<file path="config.mk">
export PLATFORM = sky130hd
export DESIGN_NAME = srx_receiver
export DESIGN_NICKNAME = d
export VERILOG_FILES = /design/src/rtl/srx_pkg.sv /design/src/rtl/srx_subtimer.sv /design/src/rtl/srx_bitstore.sv /design/src/rtl/srx_parity_chk.sv /design/src/rtl/srx_receiver.sv
export SDC_FILE = /design/constraint.sdc
export NUM_CORES = 1
export LEC_CHECK = 0
export ABC_AREA = 1
export BUFFER_PORTS_ARGS = -buffer_cell sky130_fd_sc_hd__buf_2
export CORE_AREA = 2 2 87 72
export CTS_CLUSTER_DIAMETER = 150
export DETAILED_ROUTE_END_ITERATION = 7
export DIE_AREA = 0 0 89 74
export PLACE_DENSITY = 0.62
export SETUP_SLACK_MARGIN = 0.05
export SYNTH_ARGS = -nofsm -noshare
export SYNTH_HDL_FRONTEND = slang
export SYNTH_SLANG_ARGS = --single-unit
</file>
<file path="constraint.sdc">
create_clock -name clk -period 1.6 [get_ports clk]
set_input_delay 0.16 -clock clk [delete_from_list [all_inputs] [get_ports clk]]
set_output_delay 0.16 -clock clk [all_outputs]
set_load 0.01 [all_outputs]
</file>
<file path="src/rtl/srx_pkg.sv">
package srx_pkg;

    typedef enum logic [2:0] {
        ST_IDLE,
        ST_START,
        ST_DATA,
        ST_PARITY,
        ST_STOP,
        ST_BRKCHK,
        ST_MARK
    } rx_state_e;

    typedef struct packed {
        logic [1:0] wlen;
        logic       par_en;
        logic       par_odd;
    } rx_cfg_t;

endpackage

</file>
<file path="src/rtl/srx_subtimer.sv">
module srx_subtimer #(
    parameter int OSR   = 16,
    parameter int SUB_W = $clog2(OSR)
) (
    input  logic             clk,
    input  logic             rst_n,
    input  logic             tick,
    input  logic             restart,
    input  logic [SUB_W-1:0] target,
    output logic             hit
);

    logic [SUB_W-1:0] cnt_q;

    assign hit = tick && (cnt_q == target);

    always_ff @(posedge clk or negedge rst_n) begin
        if (!rst_n) begin
            cnt_q <= '0;
        end else if (restart) begin
            cnt_q <= '0;
        end else if (tick) begin
            cnt_q <= hit ? '0 : cnt_q + 1'b1;
        end
    end

    // a restart always leaves the sub-sample count at zero
    a_r9_restart_zero: assert property (@(posedge clk) disable iff (!rst_n)
        restart |=> (cnt_q == '0));

    // without a sample pulse or restart the count holds
    a_r9_count_hold: assert property (@(posedge clk) disable iff (!rst_n)
        (!tick && !restart) |=> $stable(cnt_q));

endmodule

</file>
<file path="src/rtl/srx_bitstore.sv">
module srx_bitstore #(
    parameter int DATA_W = 8,
    parameter int IDX_W  = $clog2(DATA_W)
) (
    input  logic              clk,
    input  logic              rst_n,
    input  logic              clear,
    input  logic              wr,
    input  logic [IDX_W-1:0]  idx,
    input  logic              bit_in,
    output logic [DATA_W-1:0] word
);

    always_ff @(posedge clk or negedge rst_n) begin
        if (!rst_n) begin
            word <= '0;
        end else if (clear) begin
            word <= '0;
        end else if (wr) begin
            word[idx] <= bit_in;
        end
    end

    // a cleared store starts every frame from zero
    a_r3_clear_zero: assert property (@(posedge clk) disable iff (!rst_n)
        clear |=> (word == '0));

endmodule

</file>
<file path="src/rtl/srx_parity_chk.sv">
module srx_parity_chk #(
    parameter int DATA_W = 8
) (
    input  logic [DATA_W-1:0] word,
    input  logic              pbit,
    input  logic              par_en,
    input  logic              par_odd,
    output logic              perr
);

    logic ones_odd;

    always_comb begin
        ones_odd = (^word) ^ pbit;
        perr     = par_en && (ones_odd != par_odd);
    end

endmodule

</file>
<file path="src/rtl/srx_receiver.sv">
module srx_receiver
    import srx_pkg::*;
#(
    parameter int DATA_W = 8,
    parameter int MIN_W  = 5,
    parameter int OSR    = 16
) (
    input  logic              clk,
    input  logic              rst_n,
    input  logic              rx_line,
    input  logic              os_tick,
    input  logic [1:0]        cfg_wlen,
    input  logic              cfg_par_en,
    input  logic              cfg_par_odd,
    output logic              char_valid,
    output logic [DATA_W-1:0] char_data,
    output logic              char_perr,
    output logic              char_ferr,
    output logic              char_brk
);

    localparam int SUB_W = $clog2(OSR);
    localparam int IDX_W = $clog2(DATA_W);
    localparam logic [SUB_W-1:0] START_T = SUB_W'(OSR / 2 - 2);
    localparam logic [SUB_W-1:0] BRK_T   = SUB_W'(OSR / 2 - 1);
    localparam logic [SUB_W-1:0] BIT_T   = SUB_W'(OSR - 1);

    rx_state_e state_q, state_d;
    rx_cfg_t   cfg_q;

    logic [IDX_W-1:0]  idx_q, idx_d, last_idx;
    logic              pbit_q, pbit_d;
    logic              mark_q, mark_d;
    logic              cfg_load;

    logic              tmr_hit, tmr_restart;
    logic [SUB_W-1:0]  tmr_target;
    logic              st_clear, st_wr;
    logic [DATA_W-1:0] word_q;
    logic              perr_w;

    logic              emit, emit_fe, emit_brk, emit_pe;

    srx_subtimer #(.OSR(OSR), .SUB_W(SUB_W)) u_timer (
        .clk     (clk),
        .rst_n   (rst_n),
        .tick    (os_tick),
        .restart (tmr_restart),
        .target  (tmr_target),
        .hit     (tmr_hit)
    );

    srx_bitstore #(.DATA_W(DATA_W), .IDX_W(IDX_W)) u_store (
        .clk    (clk),
        .rst_n  (rst_n),
        .clear  (st_clear),
        .wr     (st_wr),
        .idx    (idx_q),
        .bit_in (rx_line),
        .word   (word_q)
    );

    srx_parity_chk #(.DATA_W(DATA_W)) u_par (
        .word    (word_q),
        .pbit    (pbit_q),
        .par_en  (cfg_q.par_en),
        .par_odd (cfg_q.par_odd),
        .perr    (perr_w)
    );

    assign last_idx = IDX_W'(MIN_W - 1) + IDX_W'(cfg_q.wlen);

    // Next-state and control decode
    always_comb begin
        state_d     = state_q;
        idx_d       = idx_q;
        pbit_d      = pbit_q;
        mark_d      = mark_q;
        cfg_load    = 1'b0;
        tmr_restart = 1'b0;
        tmr_target  = BIT_T;
        st_clear    = 1'b0;
        st_wr       = 1'b0;
        emit        = 1'b0;
        emit_fe     = 1'b0;
        emit_brk    = 1'b0;
        emit_pe     = 1'b0;

        unique case (state_q)
            ST_IDLE: begin
                if (os_tick && !rx_line) begin
                    state_d     = ST_START;
                    tmr_restart = 1'b1;
                    st_clear    = 1'b1;
                    cfg_load    = 1'b1;
                    pbit_d      = 1'b0;
                end
            end
            ST_START: begin
                tmr_target = START_T;
                if (tmr_hit) begin
                    tmr_restart = 1'b1;
                    if (!rx_line) begin
                        state_d = ST_DATA;
                        idx_d   = '0;
                    end else begin
                        state_d = ST_IDLE;
                    end
                end
            end
            ST_DATA: begin
                if (tmr_hit) begin
                    st_wr = 1'b1;
                    if (idx_q == last_idx) begin
                        state_d = cfg_q.par_en ? ST_PARITY : ST_STOP;
                    end else begin
                        idx_d = idx_q + 1'b1;
                    end
                end
            end
            ST_PARITY: begin
                if (tmr_hit) begin
                    pbit_d  = rx_line;
                    state_d = ST_STOP;
                end
            end
            ST_STOP: begin
                if (tmr_hit) begin
                    if (rx_line) begin
                        emit    = 1'b1;
                        emit_pe = 1'b1;
                        state_d = ST_IDLE;
                    end else if ((word_q == '0) && !pbit_q) begin
                        state_d     = ST_BRKCHK;
                        tmr_restart = 1'b1;
                    end else begin
                        emit        = 1'b1;
                        emit_pe     = 1'b1;
                        emit_fe     = 1'b1;
                        state_d     = ST_START;
                        tmr_restart = 1'b1;
                        st_clear    = 1'b1;
                        cfg_load    = 1'b1;
                        pbit_d      = 1'b0;
                    end
                end
            end
            ST_BRKCHK: begin
                tmr_target = BRK_T;
                if (tmr_hit) begin
                    emit    = 1'b1;
                    emit_fe = 1'b1;
                    if (!rx_line) begin
                        emit_brk = 1'b1;
                        mark_d   = 1'b0;
                        state_d  = ST_MARK;
                    end else begin
                        emit_pe = 1'b1;
                        state_d = ST_IDLE;
                    end
                end
            end
            ST_MARK: begin
                if (os_tick) begin
                    if (rx_line) begin
                        if (mark_q) state_d = ST_IDLE;
                        mark_d = 1'b1;
                    end else begin
                        mark_d = 1'b0;
                    end
                end
            end
            default: state_d = ST_IDLE;
        endcase
    end

    // State register
    always_ff @(posedge clk or negedge rst_n) begin
        if (!rst_n) begin
            state_q <= ST_IDLE;
            idx_q   <= '0;
            pbit_q  <= 1'b0;
            mark_q  <= 1'b0;
            cfg_q   <= '0;
        end else begin
            state_q <= state_d;
            idx_q   <= idx_d;
            pbit_q  <= pbit_d;
            mark_q  <= mark_d;
            if (cfg_load) begin
                cfg_q <= '{wlen: cfg_wlen, par_en: cfg_par_en, par_odd: cfg_par_odd};
            end
        end
    end

    // Output register
    always_ff @(posedge clk or negedge rst_n) begin
        if (!rst_n) begin
            char_valid <= 1'b0;
            char_data  <= '0;
            char_perr  <= 1'b0;
            char_ferr  <= 1'b0;
            char_brk   <= 1'b0;
        end else begin
            char_valid <= emit;
            if (emit) begin
                char_data <= emit_brk ? '0 : word_q;
                char_perr <= emit_pe && perr_w;
                char_ferr <= emit_fe;
                char_brk  <= emit_brk;
            end
        end
    end

    // the strobe lasts a single cycle
    a_r9_valid_pulse: assert property (@(posedge clk) disable iff (!rst_n)
        char_valid |=> !char_valid);

    // every strobe follows a sample pulse
    a_r9_valid_after_tick: assert property (@(posedge clk) disable iff (!rst_n)
        char_valid |-> $past(os_tick));

    // the state machine only moves on a sample pulse
    a_r9_quiet_hold: assert property (@(posedge clk) disable iff (!rst_n)
        !os_tick |=> $stable(state_q));

    // a break character carries zero data and a framing error, no parity error
    a_r6_brk_shape: assert property (@(posedge clk) disable iff (!rst_n)
        (char_valid && char_brk) |-> (char_ferr && !char_perr && (char_data == '0)));

    // bits above the configured length read zero
    a_r3_upper_zero: assert property (@(posedge clk) disable iff (!rst_n)
        char_valid |-> ((char_data >> (MIN_W + int'(cfg_wlen))) == '0));

    // no parity error when parity is disabled
    a_r4_noparity: assert property (@(posedge clk) disable iff (!rst_n)
        (char_valid && !cfg_par_en) |-> !char_perr);

    // a low sample keeps the receiver in recovery
    a_r7_mark_hold: assert property (@(posedge clk) disable iff (!rst_n)
        ((state_q == ST_MARK) && !rx_line) |=> (state_q == ST_MARK));

endmodule

</file>
==> results of run 1 <==
sequential cells by signal, summed over array words and instances, names as in the netlist:
signal and cells:
u_timer.cnt_q 4, idx_q 3, char_ferr 1, mark_q 1, state_q 3, char_perr 1
char_data 8, char_valid 1, cfg_q 4, u_store.word 8, pbit_q 1, char_brk 1
area by class of cell:
type,instances,share of cell area
Timing Repair Buffer,72,0.172
Inverter,40,0.0519
Clock inverter,3,0.0138
Multi-Input combinational cell,216,0.415
Clock buffer,5,0.0223
Tap cell,81,0.0328
Sequential cell,36,0.293
routing by layer:
metal  vias to the layer above  global-route usage  part of all wire
li1                       1097                   -                 -
met1                       983               0.226              0.49
met2                        32               0.277              0.47
met3                         9              0.0377             0.033
met4                         0              0.0680             0.016
met5                         -                   0                 0
power by group:
group          internal [mW]  switching (mW)  total (mW)
clock                  0.462           0.359       0.821
sequential              1.07           0.162        1.23
combinational          0.709           0.916        1.62
synth_stat cells, drive strengths merged:
cell	count	area share
nor3	1	0.0023
nor2	34	0.073
nand4	11	0.032
clkinv	2	0.0035
nand3b	1	0.0035
ha	6	0.035
buf	2	0.0075
o21a	1	0.0035
xnor2	4	0.016
nand2	99	0.19
inv	38	0.066
o21ai	26	0.074
clkbuf	1	0.0017
a21oi	7	0.021
dfrtp	36	0.42
or2	1	0.0029
nand3	24	0.056
stage by stage:
| step | setup WS (ns) | power [mW] | std cells | utilization |
|---|---|---|---|---|
| 3_3_place_gp | 0.0173 | 2.52 | 422 | 0.449 |
| 3_5_place_dp | -0.0125 | 2.53 | 422 | 0.449 |
| 5_1_grt | -0.0426 | 3.94 | 453 | 0.537 |
| 4_1_cts | 0.0228 | 3.45 | 441 | 0.494 |
| 6_report | 0.0647 | 3.68 | 453 | 0.537 |
| 2_1_floorplan | 0.126 | 2.06 | 294 | - |
cells by family after synthesis:
group,count (synthesis),share of synthesized area
flops,36,0.416
fa+ha+maj,6,0.0347
simple gates,171,0.355
buf+inv,43,0.0787
xor+xnor,4,0.0162
compound gates,34,0.0989
path summary, 6_finish.rpt:
check                          endpoint  cells past startpoint       startpoint
setup / recovery               cfg_q[1]                     12  u_store.word[6]
hold / removal                 cfg_q[0]                      3      cfg_par_odd
setup reg to reg               cfg_q[1]                     12  u_store.word[6]
hold reg to reg            char_data[4]                      2     char_data[4]
max in group asynchronous    state_q[1]                      3            rst_n
min in group asynchronous        mark_q                      3            rst_n
critical path, cell delays in order (launching register included):
cell and delay, ns:
dfrtp_1 0.39, inv_2 0.10, ha_4 0.14, nand2_2 0.05, nor2_2 0.11, nand2_2 0.07
nand2_2 0.07, nor2_2 0.04, nand3_1 0.09, nand2_2 0.10, buf_4 0.15, nand2_1 0.04
o21ai_1 0.06
what timing repair did:
| action | 4_1_cts | 5_1_grt |
|---|---|---|
| gates resized for setup | 18 | 51 |
| setup buffers | 9 | 12 |
| gates cloned | 1 | 0 |
| pin swaps | 5 | 18 |
| hold endpoints to repair | 36 | 0 |
| setup endpoints to repair | 25 | 34 |
| hold buffers | 1 | 0 |
==> results.cfg, run 1 <==
[place]
dp_hpwl_um = 3780
port_buffers = 19
globalplace.congestion = 0.897
postPlaceCellArea_um2 = 2580

[floorplanning]
die_area_um2 = 6590
initial_core_util = 0.376
core_area_um2 = 5760
die_h_um = 74
rows = 25
io_pins = 20
die_x_um = 89

[routing]
detail-route-antenna-nets = 0
drc = 0
wl_per_cell_um = 11.6
vias = 2121
wl_um = 5250
drtPass1Iterations = 4
viasPerCell = 4.68
drtIter0Drc = 101

[worst_setup_path]
crit_fanout = 3
rrSetupSlack_ns = 0.06
required_ns = 1.77
crit_path_end_kind = register
startpoint_type = register
arrival_ns = 1.71
crit_type = register to register

[sta]
whs_ns = 0.0607
min_period_ns = 1.54
setup_tns_ns = 0
fmax_mhz = 651
post-route-period-util = 0.960
slew_viol_final = 0
maxSlewHeadroom = 0.809
tightest_slew_ns = 0.286
rsz0062_at_grt = true
skew_ns = 0.00884
finalHoldViolations = 0
finalSetupViolations = 0

[finish]
multi_input_area_um2 = 1280
regArea_um2 = 905
layout_commonest_cell = nand2_1
diodes = 0
final_cell_mix = 78 x nand2_1, 45 x buf_4, 33 x dfrtp_1
nFillCells = 557
area_delta_synth_final_pct = 42.7
drive_gt1_frac = 0.403
fin_nets = 385
fin_area_um2 = 3090

[grt]
overflow = 0
grt.total_usage = 0.171
grt_max_degree = 37
grt_pass1_wl_um = 8630
antenna_found_initial = 0
grt_pass1_vias = 1908

[synth]
synth_cells = 294
synth_fp_nets = 308
synth_area_um2 = 2160
syn_area_per_cell_um2 = 7.36
yosysWarningCount = 0
yosysSeqAreaShare = 0.416
synth-seq-cells = 36
synth_cell_types = 27

[clock_network]
cts_max_level = 2
numCtsBuffers = 5
clkTransAtPathRegs_ns = 0.08
clock_latency_ns = 0.29
cts_tree = yes
clock_path_buffers = 2
cts.sinks = 36
root_buffer = clkbuf_8

[power]
p_leak_nw = 1.56
ir_drop_mv = 0.544
cellPowerDensity_nw_per_um2 = 1190

[run_status]
status = completed

[worst_hold_path]
holdCritPathClass = input port to register

[flow_run]
max_cap_violations = 0
No activity file was read; power rests on OpenSTA's default activity.
==> run 2: changes to the inputs <==
Clock period 1.6 ns to 1.32 ns, I/O delays scaled along.
==> run 2 against run 1 <==
The flow now finishes with violations (negative setup slack). Combinational power grew 67%. Wire length grew 18%. Worst hold slack lost 0.018 ns. Clock skew shrank 0.0026 ns. Register-to-register slack lost 0.29 ns. Final cell count grew 6.8%. First-iteration DRC count shrank 17%. Via count grew 5.7%. Flip-flop and latch count is the same. Worst setup slack lost 0.29 ns. Critical path depth shrank 3. Global-route usage grew 2.3 points. Highest routed layer unchanged.
==> results.cfg, run 2 (synthesis gave the netlist of run 1 again) <==
[clock_network]
cts_max_level = 2
cts.sinks = 36
root_buffer = clkbuf_8
numCtsBuffers = 5
clock_latency_ns = 0.29
clock_path_buffers = 2
cts_tree = yes
clkTransAtPathRegs_ns = 0.08

[place]
dp_hpwl_um = 4280
globalplace.congestion = 0.843
dp.cells = 449
port_buffers = 19

[worst_hold_path]
holdCritPathClass = input port to register

[finish]
nFillCells = 503
drive_gt1_frac = 0.499
stdcell_count = 484
final_cell_mix = 75 x nand2_1, 73 x buf_4, 33 x dfrtp_1
fin_nets = 416
reg.largest.list = char_data: 8 flops, u_store.word: 8 flops
layout_commonest_cell = nand2_1
diodes = 0
area_delta_synth_final_pct = 61.7

[routing]
wl_per_cell_um = 12.8
wl_um = 6180
drtPass1Iterations = 4
drtIter0Drc = 84
drc = 0
viasPerCell = 4.63
vias = 2242
detail-route-antenna-nets = 0

[worst_setup_path]
arrival_ns = 1.76
path_buf_inv = 2
crit_fanout = 6
cp_top_family = simple AND/OR/NAND/NOR gates
critPathMaxStageDelay_ns = 0.40
cp_cell_sequence = inv_2 -> nor2_4 -> nand3_2 -> nand2_4 -> nand2_8 -> buf_12 -> nor2_4 -> nand3_2 -> a21oi_2
cp_slowest_cell = dfrtp_1
crit_type = register to register
startpoint_type = register
crit_path_end_kind = register
required_ns = 1.53

[sta]
post-route-period-util = 1.17
finalHoldViolations = 0
rsz0062_at_grt = true
fmax_mhz = 646
setup_tns_ns = -6.51
finalSetupViolations = 36
min_period_ns = 1.55
slew_viol_final = 0
layout_setup_ws_ns = -0.228
skew_ns = 0.00622
tightest_slew_ns = 0.402
maxSlewHeadroom = 0.732

[grt]
grt_pass1_vias = 2090
grt_max_degree = 23
grt_pass1_wl_um = 9870
antenna_found_initial = 0
grt.total_usage = 0.194
overflow = 0

[floorplanning]
die_x_um = 89
initial_core_util = 0.376
die_h_um = 74
rows = 25
die_area_um2 = 6590
io_pins = 20
core_area_um2 = 5760

[power]
ir_drop_mv = 0.776
p_leak_nw = 1.76
cellPowerDensity_nw_per_um2 = 1440

[run_status]
status = finished with violations
violations = negative setup slack

[flow_run]
max_cap_violations = 0
[run 2: cell count changes in the layout (fill, tap and decap cells not counted), sizes merged]
cell / previous run / this run
buf: 71 / 102
clkbuf: 5 / 7
bufinv: 1 / 0
clkinv: 3 / 2
[run 2: worst reg2reg max path: stages, from the launching register on]
cell and delay [ns]:
dfrtp_1 0.40, inv_2 0.10, nor2_4 0.14, nand3_2 0.12, nand2_4 0.14, nand2_8 0.09, buf_12 0.16, nor2_4 0.11
nand3_2 0.08, a21oi_2 0.14
[run 2: final timing paths]
kind	start	end	slack, ns	cells past startpoint
max	state_q[0]	u_store.word[4]	-0.23	9
min	cfg_wlen[1]	cfg_q[3]	0.04	3
max reg2reg	state_q[0]	u_store.word[4]	-0.23	9
min reg2reg	char_data[3]	char_data[3]	0.48	2
max in group asynchronous	rst_n	u_store.word[0]	0.56	3
min in group asynchronous	rst_n	state_q[0]	0.30	2
[run 2: where the power goes]
group          leakage, nW  total [mW]  internal, mW  switching (mW)
Sequential           0.484        1.48          1.29           0.189
Combinational         1.23        2.70          1.24            1.46
Clock               0.0445       0.837         0.425           0.412
[run 2: cell type report]
class / count / area, um2 / area share
clock buffer: 7 / 86.3 / 0.0247
clock inverter: 1 / 7.51 / 0.00215
inverter: 40 / 159 / 0.0454
multi-input combinational: 216 / 1440 / 0.411
sequential: 36 / 905 / 0.259
tap: 81 / 101 / 0.0290
timing repair buffer: 103 / 801 / 0.229
[run 2: what timing repair did]
item / CTS / global route
endpoints found under the hold margin: 14 / 0
setup buffers: 16 / 9
gates cloned: 1 / 0
gates resized for setup: 41 / 39
setup endpoints to repair: 36 / 36
pin swaps: 18 / 15
hold buffers: 1 / 0
[run 2: routing by layer]
layer  vias up  wire, um  global-route usage
li1       1158         -                   -
met1      1035      3000               0.283
met2        42      2860               0.305
met3         7       281              0.0333
met4         0        42              0.0431
met5         -         0                   0
[run 2: stage by stage]
stage          area [um2]  setup slack [ns]   util  hold slack (ns)  total power [mW]
4_1_cts              3260            -0.210  0.566           0.0269              4.56
3_5_place_dp         2880            -0.266  0.500           0.0771              3.41
6_report             3500            -0.228  0.608           0.0423              5.02
3_3_place_gp         2880            -0.264  0.500           0.0786              3.38
2_1_floorplan        2230            -0.120      -           -0.164              2.59
5_1_grt              3500            -0.323  0.608           0.0479              5.40
